===== src/rtl/l2m_pkg.sv =====
// Package: shared types for the cache maintenance sequencer.
// Assumes a two-bit line state encoding I=0, S=1, E=2, M=3.
package l2m_pkg;

    typedef enum logic [1:0] {
        LS_INV = 2'd0,
        LS_SHR = 2'd1,
        LS_EXC = 2'd2,
        LS_MOD = 2'd3
    } line_st_t;

    typedef enum logic [2:0] {
        WK_IDLE = 3'd0,
        WK_LOOK = 3'd1,
        WK_INQ  = 3'd2,
        WK_WB   = 3'd3,
        WK_UPD  = 3'd4,
        WK_FIN  = 3'd5
    } walk_st_t;

endpackage


===== src/rtl/l2m_req_arb.sv =====
// Module: request edge detector and arbiter.
// Turns the active-low flush and sync levels into a single start pulse while
// idle; flush wins when both fall together. Assumes both inputs are already
// synchronous to clk. Edges seen while not idle are dropped.
module l2m_req_arb (
    input  logic clk,
    input  logic rst_n,
    input  logic flush_n,
    input  logic sync_n,
    input  logic idle,
    output logic start,
    output logic start_flush
);

    logic prev_flush_n;
    logic prev_sync_n;
    logic flush_fall;
    logic sync_fall;

    // Remember last cycle's request levels; reset treats both as released.
    always_ff @(posedge clk) begin
        if (!rst_n) begin
            prev_flush_n <= 1'b1;
            prev_sync_n  <= 1'b1;
        end else begin
            prev_flush_n <= flush_n;
            prev_sync_n  <= sync_n;
        end
    end

    // Detect falling edges and apply flush priority while idle.
    always_comb begin
        flush_fall  = prev_flush_n & ~flush_n;
        sync_fall   = prev_sync_n & ~sync_n;
        start       = idle & (flush_fall | sync_fall);
        start_flush = idle & flush_fall;
    end

endmodule


===== src/rtl/l2m_line_ctr.sv =====
// Module: line index counter for the maintenance walk.
// Clears to zero at walk start, steps by one per finished line, and flags the
// final index. Assumes LINES >= 2.
module l2m_line_ctr #(
    parameter int LINES = 16,
    localparam int IDX_W = $clog2(LINES)
) (
    input  logic             clk,
    input  logic             rst_n,
    input  logic             clear,
    input  logic             step,
    output logic [IDX_W-1:0] idx,
    output logic             last
);

    localparam logic [IDX_W-1:0] LAST_IDX = IDX_W'(LINES - 1);

    // Hold the current line index.
    always_ff @(posedge clk) begin
        if (!rst_n) begin
            idx <= '0;
        end else if (clear) begin
            idx <= '0;
        end else if (step) begin
            idx <= idx + 1'b1;
        end
    end

    // Flag the last line of the walk.
    always_comb begin
        last = (idx == LAST_IDX);
    end

endmodule


===== src/rtl/l2m_walk_fsm.sv =====
// Module: per-line sequencing state machine.
// For each line: latch its state, inquire upstream (with back-invalidation in
// flush mode), write back if the line or the upstream copy is modified, then
// update the line state. Assumes the state array reads combinationally at the
// index held by the line counter, which stays stable for the whole line.
module l2m_walk_fsm
    import l2m_pkg::*;
(
    input  logic       clk,
    input  logic       rst_n,
    input  logic       start,
    input  logic       start_flush,
    input  logic       last,
    input  logic [1:0] rd_state,
    input  logic       inq_ack,
    input  logic       inq_mod,
    input  logic       wb_ack,
    output logic       idle,
    output logic       busy,
    output logic       done,
    output logic       mode_flush,
    output logic       clear,
    output logic       step,
    output logic       inq_req,
    output logic       inq_inval,
    output logic       wb_req,
    output logic       wr_en,
    output logic [1:0] wr_state
);

    walk_st_t st_q;
    walk_st_t st_d;
    line_st_t line_q;
    logic     dirty_q;
    logic     dirty_now;

    // Dirty if the line itself is modified or the upstream reported modified data.
    always_comb begin
        dirty_now = (line_q == LS_MOD) | inq_mod;
    end

    // Next-state selection for the walk.
    always_comb begin
        st_d = st_q;
        unique case (st_q)
            WK_IDLE: if (start) st_d = WK_LOOK;
            WK_LOOK: st_d = WK_INQ;
            WK_INQ:  if (inq_ack) st_d = dirty_now ? WK_WB : WK_UPD;
            WK_WB:   if (wb_ack) st_d = WK_UPD;
            WK_UPD:  st_d = last ? WK_FIN : WK_LOOK;
            WK_FIN:  st_d = WK_IDLE;
            default: st_d = WK_IDLE;
        endcase
    end

    // State register, walk mode, latched line state and dirty flag.
    always_ff @(posedge clk) begin
        if (!rst_n) begin
            st_q       <= WK_IDLE;
            mode_flush <= 1'b0;
            line_q     <= LS_INV;
            dirty_q    <= 1'b0;
        end else begin
            st_q <= st_d;
            if (st_q == WK_IDLE && start) begin
                mode_flush <= start_flush;
            end
            if (st_q == WK_LOOK) begin
                line_q  <= line_st_t'(rd_state);
                dirty_q <= 1'b0;
            end
            if (st_q == WK_INQ && inq_ack) begin
                dirty_q <= dirty_now;
            end
        end
    end

    // Decode outputs from the current walk state.
    always_comb begin
        idle      = (st_q == WK_IDLE);
        busy      = ~idle;
        done      = (st_q == WK_FIN);
        clear     = idle & start;
        step      = (st_q == WK_UPD) & ~last;
        inq_req   = (st_q == WK_INQ);
        inq_inval = mode_flush;
        wb_req    = (st_q == WK_WB);
        wr_en     = (st_q == WK_UPD) & (mode_flush | dirty_q);
        wr_state  = mode_flush ? LS_INV : LS_EXC;
    end

endmodule


===== src/rtl/l2_maint_seq.sv =====
// Module: cache flush and sync sequencer (top).
// Walks every line of a second-level cache state array on a flush or sync
// request, coordinating upstream inquires and memory write-backs. Assumes an
// external state array with combinational read at st_idx and write on st_wr_en.
module l2_maint_seq #(
    parameter int LINES = 16,
    localparam int IDX_W = $clog2(LINES)
) (
    input  logic             clk,
    input  logic             rst_n,
    input  logic             flush_n,
    input  logic             sync_n,
    output logic             busy,
    output logic             done,
    output logic             mode_flush,
    output logic [IDX_W-1:0] st_idx,
    input  logic [1:0]       st_rd_state,
    output logic             st_wr_en,
    output logic [1:0]       st_wr_state,
    output logic             inq_req,
    output logic             inq_inval,
    input  logic             inq_ack,
    input  logic             inq_mod,
    output logic             wb_req,
    input  logic             wb_ack
);

    logic idle;
    logic start;
    logic start_flush;
    logic clear;
    logic step;
    logic last;

    l2m_req_arb u_arb (
        .clk         (clk),
        .rst_n       (rst_n),
        .flush_n     (flush_n),
        .sync_n      (sync_n),
        .idle        (idle),
        .start       (start),
        .start_flush (start_flush)
    );

    l2m_line_ctr #(.LINES(LINES)) u_ctr (
        .clk   (clk),
        .rst_n (rst_n),
        .clear (clear),
        .step  (step),
        .idx   (st_idx),
        .last  (last)
    );

    l2m_walk_fsm u_fsm (
        .clk         (clk),
        .rst_n       (rst_n),
        .start       (start),
        .start_flush (start_flush),
        .last        (last),
        .rd_state    (st_rd_state),
        .inq_ack     (inq_ack),
        .inq_mod     (inq_mod),
        .wb_ack      (wb_ack),
        .idle        (idle),
        .busy        (busy),
        .done        (done),
        .mode_flush  (mode_flush),
        .clear       (clear),
        .step        (step),
        .inq_req     (inq_req),
        .inq_inval   (inq_inval),
        .wb_req      (wb_req),
        .wr_en       (st_wr_en),
        .wr_state    (st_wr_state)
    );

endmodule


===== config.mk =====
export PLATFORM = sky130hd
export DESIGN_NAME = l2_maint_seq
export DESIGN_NICKNAME = d
export VERILOG_FILES = /design/src/rtl/l2m_pkg.sv /design/src/rtl/l2m_req_arb.sv /design/src/rtl/l2m_line_ctr.sv /design/src/rtl/l2m_walk_fsm.sv /design/src/rtl/l2_maint_seq.sv
export SDC_FILE = /design/constraint.sdc
export NUM_CORES = 1
export LEC_CHECK = 0
export BUFFER_PORTS_ARGS = -buffer_cell sky130_fd_sc_hd__buf_2
export CAP_MARGIN = 40
export CORE_AREA = 2 2 42 44
export CTS_CLUSTER_SIZE = 28
export DETAILED_ROUTE_END_ITERATION = 8
export DIE_AREA = 0 0 44 46
export HOLD_SLACK_MARGIN = 0.08
export PLACE_DENSITY = 0.79
export SYNTH_ARGS = -nofsm -noshare
export SYNTH_HDL_FRONTEND = slang
export SYNTH_SLANG_ARGS = --single-unit

===== constraint.sdc =====
create_clock -name clk -period 1.3 [get_ports clk]
set_input_delay 0.065 -clock clk [delete_from_list [all_inputs] [get_ports clk]]
set_output_delay 0.065 -clock clk [all_outputs]
set_load 0.05 [all_outputs]

==> implementation parameters, run 1 <==
Parameter                              Value

Run status
  Result of the run ... finished clean

Place
  Count of input and output buffers ... 20
  # placed instances ... 117
  Final estimated routing congestion in global placement ... 0.802
  Final HPWL DP ... 1110 um
  Post-place setup slack ... 5.25 ps

Finish
  Count of placed standard cells in the final layout, fillers left out ... 130
  Layout Utilization ... 61.4%
  Area growth from synthesis to final layout ... 40.9%
  Most common library cell in the layout ignoring fill and taps ... buf_2
  Count of nets after finishing ... 124
  Count of inserted antenna diode cells ... 0
  Commonest non-fill, non-tap cells in the layout ... buf_2 (15), nand2_1 (7), dfxtp_1 (7)
  Share of layout cells above drive strength 1 ... 40.7%

Clock tree
  Longest Clk Path Bufs ... 2
  CTS buffer count ... 3
  Insertion delay of the later-clocked pin in the worst-skew pair ... 270 ps
  Clock sink count ... 13
  CTS clk-pin slew, worst paths ... 80 ps
  Number of levels in the clock H-tree ... 1
  CTS tree ... done
  Library cell used as clock root buffer ... clkbuf_4

STA
  Final period demand of the worst path ... 1280 ps
  Worst setup margin ... 24.5 ps
  Setup repair after global routing missed its margin ... yes
  Peak Freq ... 0.784 GHz
  Final worst path period share ... 98.1%
  Final setup violation count ... 0
  Clock skew ... 5.56 ps
  Number of pins with negative max-slew slack in the final report ... 0
  Hold violation total from the final report ... 0
  Total negative slack for setup checks ... 0 ps

Critical path
  Type of element launching the critical path ... flip-flop
  Number of buffer and inverter stages on the critical path ... 2
  Maximum fanout count along the critical path ... 5
  Critical path capture point type ... flip-flop
  Data arrival time of the critical path ... 1440 ps
  Cells along the critical path ... buf_6 -> nor3_4 -> inv_2 -> o31a_1 -> and4_1
  Crit Path Category ... flip-flop to flip-flop
  Slowest cell on crit path ... dfxtp_4
  Worst setup slack for register-to-register paths ... 20 ps
  WP data required ... 1460 ps
  Kind of cell adding the most delay to the critical path ... flip-flops
  Critical path's largest stage delay ... 370 ps

Routing
  Residual DRC count ... 0
  First-pass iteration count of the detailed router ... 4
  Routed vias ... 670
  Total Wirelength ... 1560 um
  Antenna viol nets, final ... 0
  Number of design-rule violations left by the first detailed-router iteration ... 8
  Via-to-Cell Ratio ... 5.15
  DR WL/cell ... 12.0 um

Yosys
  Mean cell area of the mapped netlist ... 8.68 sq um
  Number of warnings reported in the yosys synthesis log ... 0
  Netlist cell types ... 36
  Cell area after synthesis ... 703 sq um
  Net Count, Synth ... 91
  Instance count of the mapped netlist ... 81
  Sequential cell area fraction in the yosys report ... 37.0%
  Synthesized flop and latch total ... 13

Global routing
  Total Routing Usage GR ... 16.3%
  First-pass GRT wire length ... 2410 um
  Initial antenna violation count ... 0
  Total congestion overflow ... 0
  Maximum number of pins on one net before global-route repair ... 14
  Via count of the first global-routing pass ... 602

Die
  Vert. Die Dim ... 46 um
  Die outline area ... 2020 sq um
  Count of standard-cell rows ... 15
  Area of the core region ... 1610 sq um
  X dimension of the die ... 44 um
  Initial core utilization ... 43.6%
  Number of ports placed on the die boundary ... 22

Hold path
  Class of the worst hold path ... input port to flip-flop

Power
  Total design power ... 1170 uW
  Combinational share of power ... 37.0%
  Highest ir drop seen on vdd ... 0.000863 V
  Fraction of power spent switching nets ... 36.5%
  Clock share of power ... 21.1%
  Part of the power in registers ... 41.9%
  P_leak ... 0.000426 uW
  Net switching power of the design ... 427 uW
  Internal power summed over all cells ... 744 uW
  Pwr/cell area ... 1180 nW/um^2

Job
  Number of max-capacitance violations reported ... 0
[metrics by stage]
| stage | hold slack (ps) | cell area, sq um |
|---|---|---|
| final | 115 | 991 |
| after global routing | 130 | 991 |
| after CTS | 104 | 941 |
| after detailed placement | 261 | 825 |
| after global placement | 259 | 825 |
| after floorplan | 138 | 712 |
[power groups by stage]
| stage | combinational [uW] | clock, uW | sequential (uW) |
|---|---|---|---|
| after floorplan | 289 | 0 | 484 |
| after global placement | 353 | 0 | 484 |
| after detailed placement | 357 | 0 | 489 |
| after CTS | 386 | 255 | 484 |
| after global routing | 463 | 266 | 498 |
| final | 433 | 247 | 491 |
[final timing paths]
| path | to | startpoint | depth (start not counted) |
|---|---|---|---|
| hold reg to reg | u_ctr.idx[1]$_SDFFE_PP0P_ | u_ctr.idx[1]$_SDFFE_PP0P_ | 2 |
| hold / removal | u_fsm.line_q[1]$_SDFFE_PN0N_ | rst_n | 2 |
| setup reg to reg | u_fsm.st_q[2]$_SDFFE_PN0P_ | u_fsm.st_q[2]$_SDFFE_PN0P_ | 5 |
| setup / recovery | u_fsm.st_q[2]$_SDFFE_PN0P_ | u_fsm.st_q[2]$_SDFFE_PN0P_ | 5 |
[timing repair]
item / CTS / global route
hold endpoints to repair: 4 / 0
hold buffers: 6 / 0
gates resized for setup: 9 / 12
buffers inserted: 1 / 2
pin swaps: 2 / 2
endpoints found under the setup margin: 6 / 8
[flip-flops by register name (all words and copies together) (netlist names)]
name,count
u_arb.prev_flush_n,1
u_arb.prev_sync_n,1
u_ctr.idx,4
u_fsm.dirty_q,1
u_fsm.inq_inval,1
u_fsm.line_q,2
u_fsm.st_q,3
[synthesized netlist by cell type]
master     n  area share, %
inv_1      5            2.7
and3b_2    1            1.4
nand3b_1   1            1.1
o31a_1     1            1.2
mux2_2     1            1.6
ha_1       1            1.8
a31oi_1    2            1.8
nor3b_4    1            2.7
a21boi_0   2            2.1
dfxtp_1   13             37
xor2_1     1            1.2
nor3b_1    2            2.1
o221a_2    1            1.6
nand2_1    8            4.3
o21ai_0    4            2.8
nand2b_1   3            2.7
conb_1     1           0.53
o22ai_1    1           0.89
nor2b_1    3            2.7
nor3_2     1            1.4
a21oi_1    5            3.6
and3_1     1           0.89
o21a_1     1            1.1
and2b_2    1            1.2
a22oi_1    1            1.1
nor3_1     1           0.71
and2b_1    2            2.1
o21ai_1    1           0.71
nor2_1     4            2.1
nand3_2    1            1.4
and4_1     1            1.2
nand3_1    2            1.4
buf_6      1            1.6
mux2i_1    3            4.3
buf_2      1           0.71
buf_4      2            2.1
[per-layer routing]
metal / part of all wire, % / global-route usage, %
met2: 47 / 29.1
met3: 4.1 / 1.98
met4: 2.2 / 10.3
met5: 0 / 0
met1: 46 / 18.3
[final cells by class]
class | instances | area [sq um]
multi-input cells | 59 | 409
fillers | 141 | 623
well taps | 17 | 21.3
flip-flops and latches | 13 | 275
inverters | 5 | 22.5
clock buffers | 4 | 26.3
repair buffers | 32 | 236
[cells by family after synthesis]
kind of cell / count (synthesis) / synth area share [%]
DFF: 13 / 37.0
adders and majority gates: 1 / 1.78
and+or+nand+nor: 33 / 29.5
buffers and inverters: 9 / 7.12
AOI/OAI and AO/OA: 19 / 16.9
other: 1 / 0.533
xor gates and xnor gates: 1 / 1.25
muxes: 4 / 5.87
Note: power is estimated with default switching activity, not from simulation.
==> run 2: changes to the inputs <==
--- a/config.mk
+++ b/config.mk
@@ -12,7 +12,7 @@
 export DETAILED_ROUTE_END_ITERATION = 8
 export DIE_AREA = 0 0 44 46
 export HOLD_SLACK_MARGIN = 0.08
-export PLACE_DENSITY = 0.79
+export PLACE_DENSITY_LB_ADDON = 0.15
 export SYNTH_ARGS = -nofsm -noshare
 export SYNTH_HDL_FRONTEND = slang
 export SYNTH_SLANG_ARGS = --single-unit
==> implementation parameters, run 2 (same netlist as run 1, synthesis figures left out) <==
Parameter                              Value

Finish
  Register name with the most flops ... u_ctr.idx
  Most common library cell in the layout ignoring fill and taps ... buf_2
  Area growth from synthesis to final layout ... 42.3%
  Count of nets after finishing ... 125 (+0.81%)
  Share of layout cells above drive strength 1 ... 43.9% (+3.2 points)
  Layout Utilization ... 62.0% (+0.62 points)
  Largest registers in the final layout ... u_ctr.idx: 4 flops, u_fsm.st_q: 3 flops, u_fsm.line_q: 2 flops
  Number of flip-flops in the largest register ... 4 (unchanged)
  Count of placed standard cells in the final layout, fillers left out ... 131 (+0.77%)
  Commonest non-fill, non-tap cells in the layout ... buf_2 (16), buf_4 (7), dfxtp_1 (7)
  Count of inserted antenna diode cells ... 0 (unchanged)

Power
  Pwr/cell area ... 1170 nW/um^2 (-0.58%)
  P_leak ... 0.000430 uW (+0.80%)
  Net switching power of the design ... 441 uW (+3.1%)
  Combinational share of power ... 36.1% (-0.9 points)
  Fraction of power spent switching nets ... 37.5% (+0.98 points)
  Internal power summed over all cells ... 735 uW (-1.1%)
  Clock share of power ... 22.0% (+0.9 points)
  Highest ir drop seen on vdd ... 0.000841 V (-2.5%)
  Part of the power in registers ... 41.8% (about the same)

Clock tree
  Clock sink count ... 13 (unchanged)
  Insertion delay of the later-clocked pin in the worst-skew pair ... 280 ps (about the same)
  Number of levels in the clock H-tree ... 1 (unchanged)
  Library cell used as clock root buffer ... clkbuf_4
  CTS buffer count ... 3 (unchanged)
  CTS clk-pin slew, worst paths ... 80 ps (about the same)
  CTS tree ... done
  Longest Clk Path Bufs ... 2 (unchanged)

Hold path
  Class of the worst hold path ... input port to flip-flop

STA
  Clock skew ... 4.78 ps (-0.785 ps)
  Final worst path period share ... 100% (+1.9 points)
  Final Hold Slack ... 113 ps (-2.33 ps)
  Final period demand of the worst path ... 1300 ps (+24.6 ps)
  Hold violation total from the final report ... 0 (unchanged)
  Final setup violation count ... 1 (+1)
  Worst setup margin ... -0.126 ps (-24.6 ps)
  Number of pins with negative max-slew slack in the final report ... 0 (unchanged)
  Setup repair after global routing missed its margin ... yes
  Peak Freq ... 0.769 GHz (-1.9%)

Critical path
  WP data required ... 1240 ps (-220 ps)
  Worst setup slack for register-to-register paths ... 50 ps (+30 ps)
  Critical path capture point type ... primary output
  Type of element launching the critical path ... flip-flop
  Crit Path Category ... flip-flop to primary output
  Maximum fanout count along the critical path ... 13 (+8)
  Data arrival time of the critical path ... 1240 ps (-200 ps)

Routing
  Total Wirelength ... 1680 um (+7.8%)
  First-pass iteration count of the detailed router ... 4 (unchanged)
  Residual DRC count ... 0 (unchanged)
  DR WL/cell ... 12.8 um (+7.0%)
  Total length of routed met2 wires ... 829 um (+13%)
  Met1 wire length ... 724 um (unchanged)
  Total length of routed met3 wires ... 96 um (+50%)
  Number of design-rule violations left by the first detailed-router iteration ... 7 (-1)
  Antenna viol nets, final ... 0 (unchanged)
  Routed vias ... 675 (+0.75%)
  Via-to-Cell Ratio ... 5.15 (about the same)
  Top routing layer used ... met4

Global routing
  Total congestion overflow ... 0 (unchanged)
  First-pass GRT wire length ... 2750 um (+14%)
  Via count of the first global-routing pass ... 664 (+10%)
  Initial antenna violation count ... 0 (unchanged)
  Total Routing Usage GR ... 18.7% (+2.4 points)
  Maximum number of pins on one net before global-route repair ... 14 (unchanged)

Place
  Count of input and output buffers ... 20 (unchanged)
  Final estimated routing congestion in global placement ... 0.851 (+6.0%)
  # placed instances ... 118 (+0.85%)
  Post-place setup slack ... 43.9 ps (+38.7 ps)
  Final HPWL DP ... 1090 um (-1.8%)

Die
  Vert. Die Dim ... 46 um (unchanged)
  Number of ports placed on the die boundary ... 22 (unchanged)
  Area of the core region ... 1610 sq um (unchanged)
  Die outline area ... 2020 sq um (unchanged)
  Initial core utilization ... 43.6% (unchanged)
  Count of standard-cell rows ... 15 (unchanged)
  X dimension of the die ... 44 um (unchanged)

Run status
  Failing checks ... setup timing
  Result of the run ... complete, but fails checks

Job
  Number of max-capacitance violations reported ... 0 (unchanged)
## run 2: changes by cell type in the layout (fill, tap and decap cells not counted)
cell	delta
nor3_2	+2
buf_2	+1
buf_4	+1
clkbuf_4	-1
mux2i_1	-1
mux2i_2	+1
nand2_1	-1
nand2_2	+1
nor3_1	-1
nor3_4	-1
## run 2: cell type report
| type | count | area [sq um] |
|---|---|---|
| timing repair buffer | 33 | 241 |
| clock buffer | 4 | 26.3 |
| sequential | 13 | 275 |
| multi-input combinational | 59 | 414 |
| inverter | 5 | 22.5 |
| tap | 17 | 21.3 |
| fill | 154 | 613 |
## run 2: power groups by stage
stage / Clock (uW) / Combinational [uW] / Sequential (uW)
2_1_floorplan: 0 / 289 / 484
3_3_place_gp: 0 / 354 / 490
3_5_place_dp: 0 / 357 / 492
4_1_cts: 261 / 403 / 488
5_1_grt: 280 / 457 / 498
6_report: 259 / 425 / 492
## run 2: metrics by stage
step | power, uW | area (sq um) | TNS (ps)
finish | 1180 | 1000 | -0.126
global route | 1230 | 1000 | -69.9
CTS | 1150 | 971 | 0
detailed placement | 848 | 832 | 0
global placement | 845 | 832 | 0
floorplan | 773 | 712 | 0
## run 2: critical path, cell delays in order, from the launching register on
cell and delay (ps):
dfxtp_4 410, nor3b_4 220, o21a_1 160, buf_6 160
## run 2: worst paths after layout
kind                                            startpoint                            to  depth (start not counted)
worst max-delay path            u_fsm.st_q[0]$_SDFFE_PN0P_                      st_wr_en                          3
worst min-delay path                                 rst_n  u_fsm.line_q[1]$_SDFFE_PN0N_                          2
worst max register to register  u_fsm.st_q[2]$_SDFFE_PN0P_  u_fsm.line_q[0]$_SDFFE_PN0N_                          5
worst min register to register   u_ctr.idx[1]$_SDFFE_PP0P_     u_ctr.idx[1]$_SDFFE_PP0P_                          2
## run 2: routing by layer
metal | vias up | GRT usage, %
met5 | - | 0
met4 | 0 | 7.27
met3 | 4 | 2.38
met2 | 23 | 32.6
met1 | 304 | 23.3
li1 | 344 | -
## run 2: repair_timing
item / CTS / global route
pin swaps: 2 / 1
setup endpoints to repair: 5 / 11
gates resized for setup: 12 / 9
endpoints found under the hold margin: 4 / 0
hold buffers: 6 / 0
setup buffers: 3 / 0
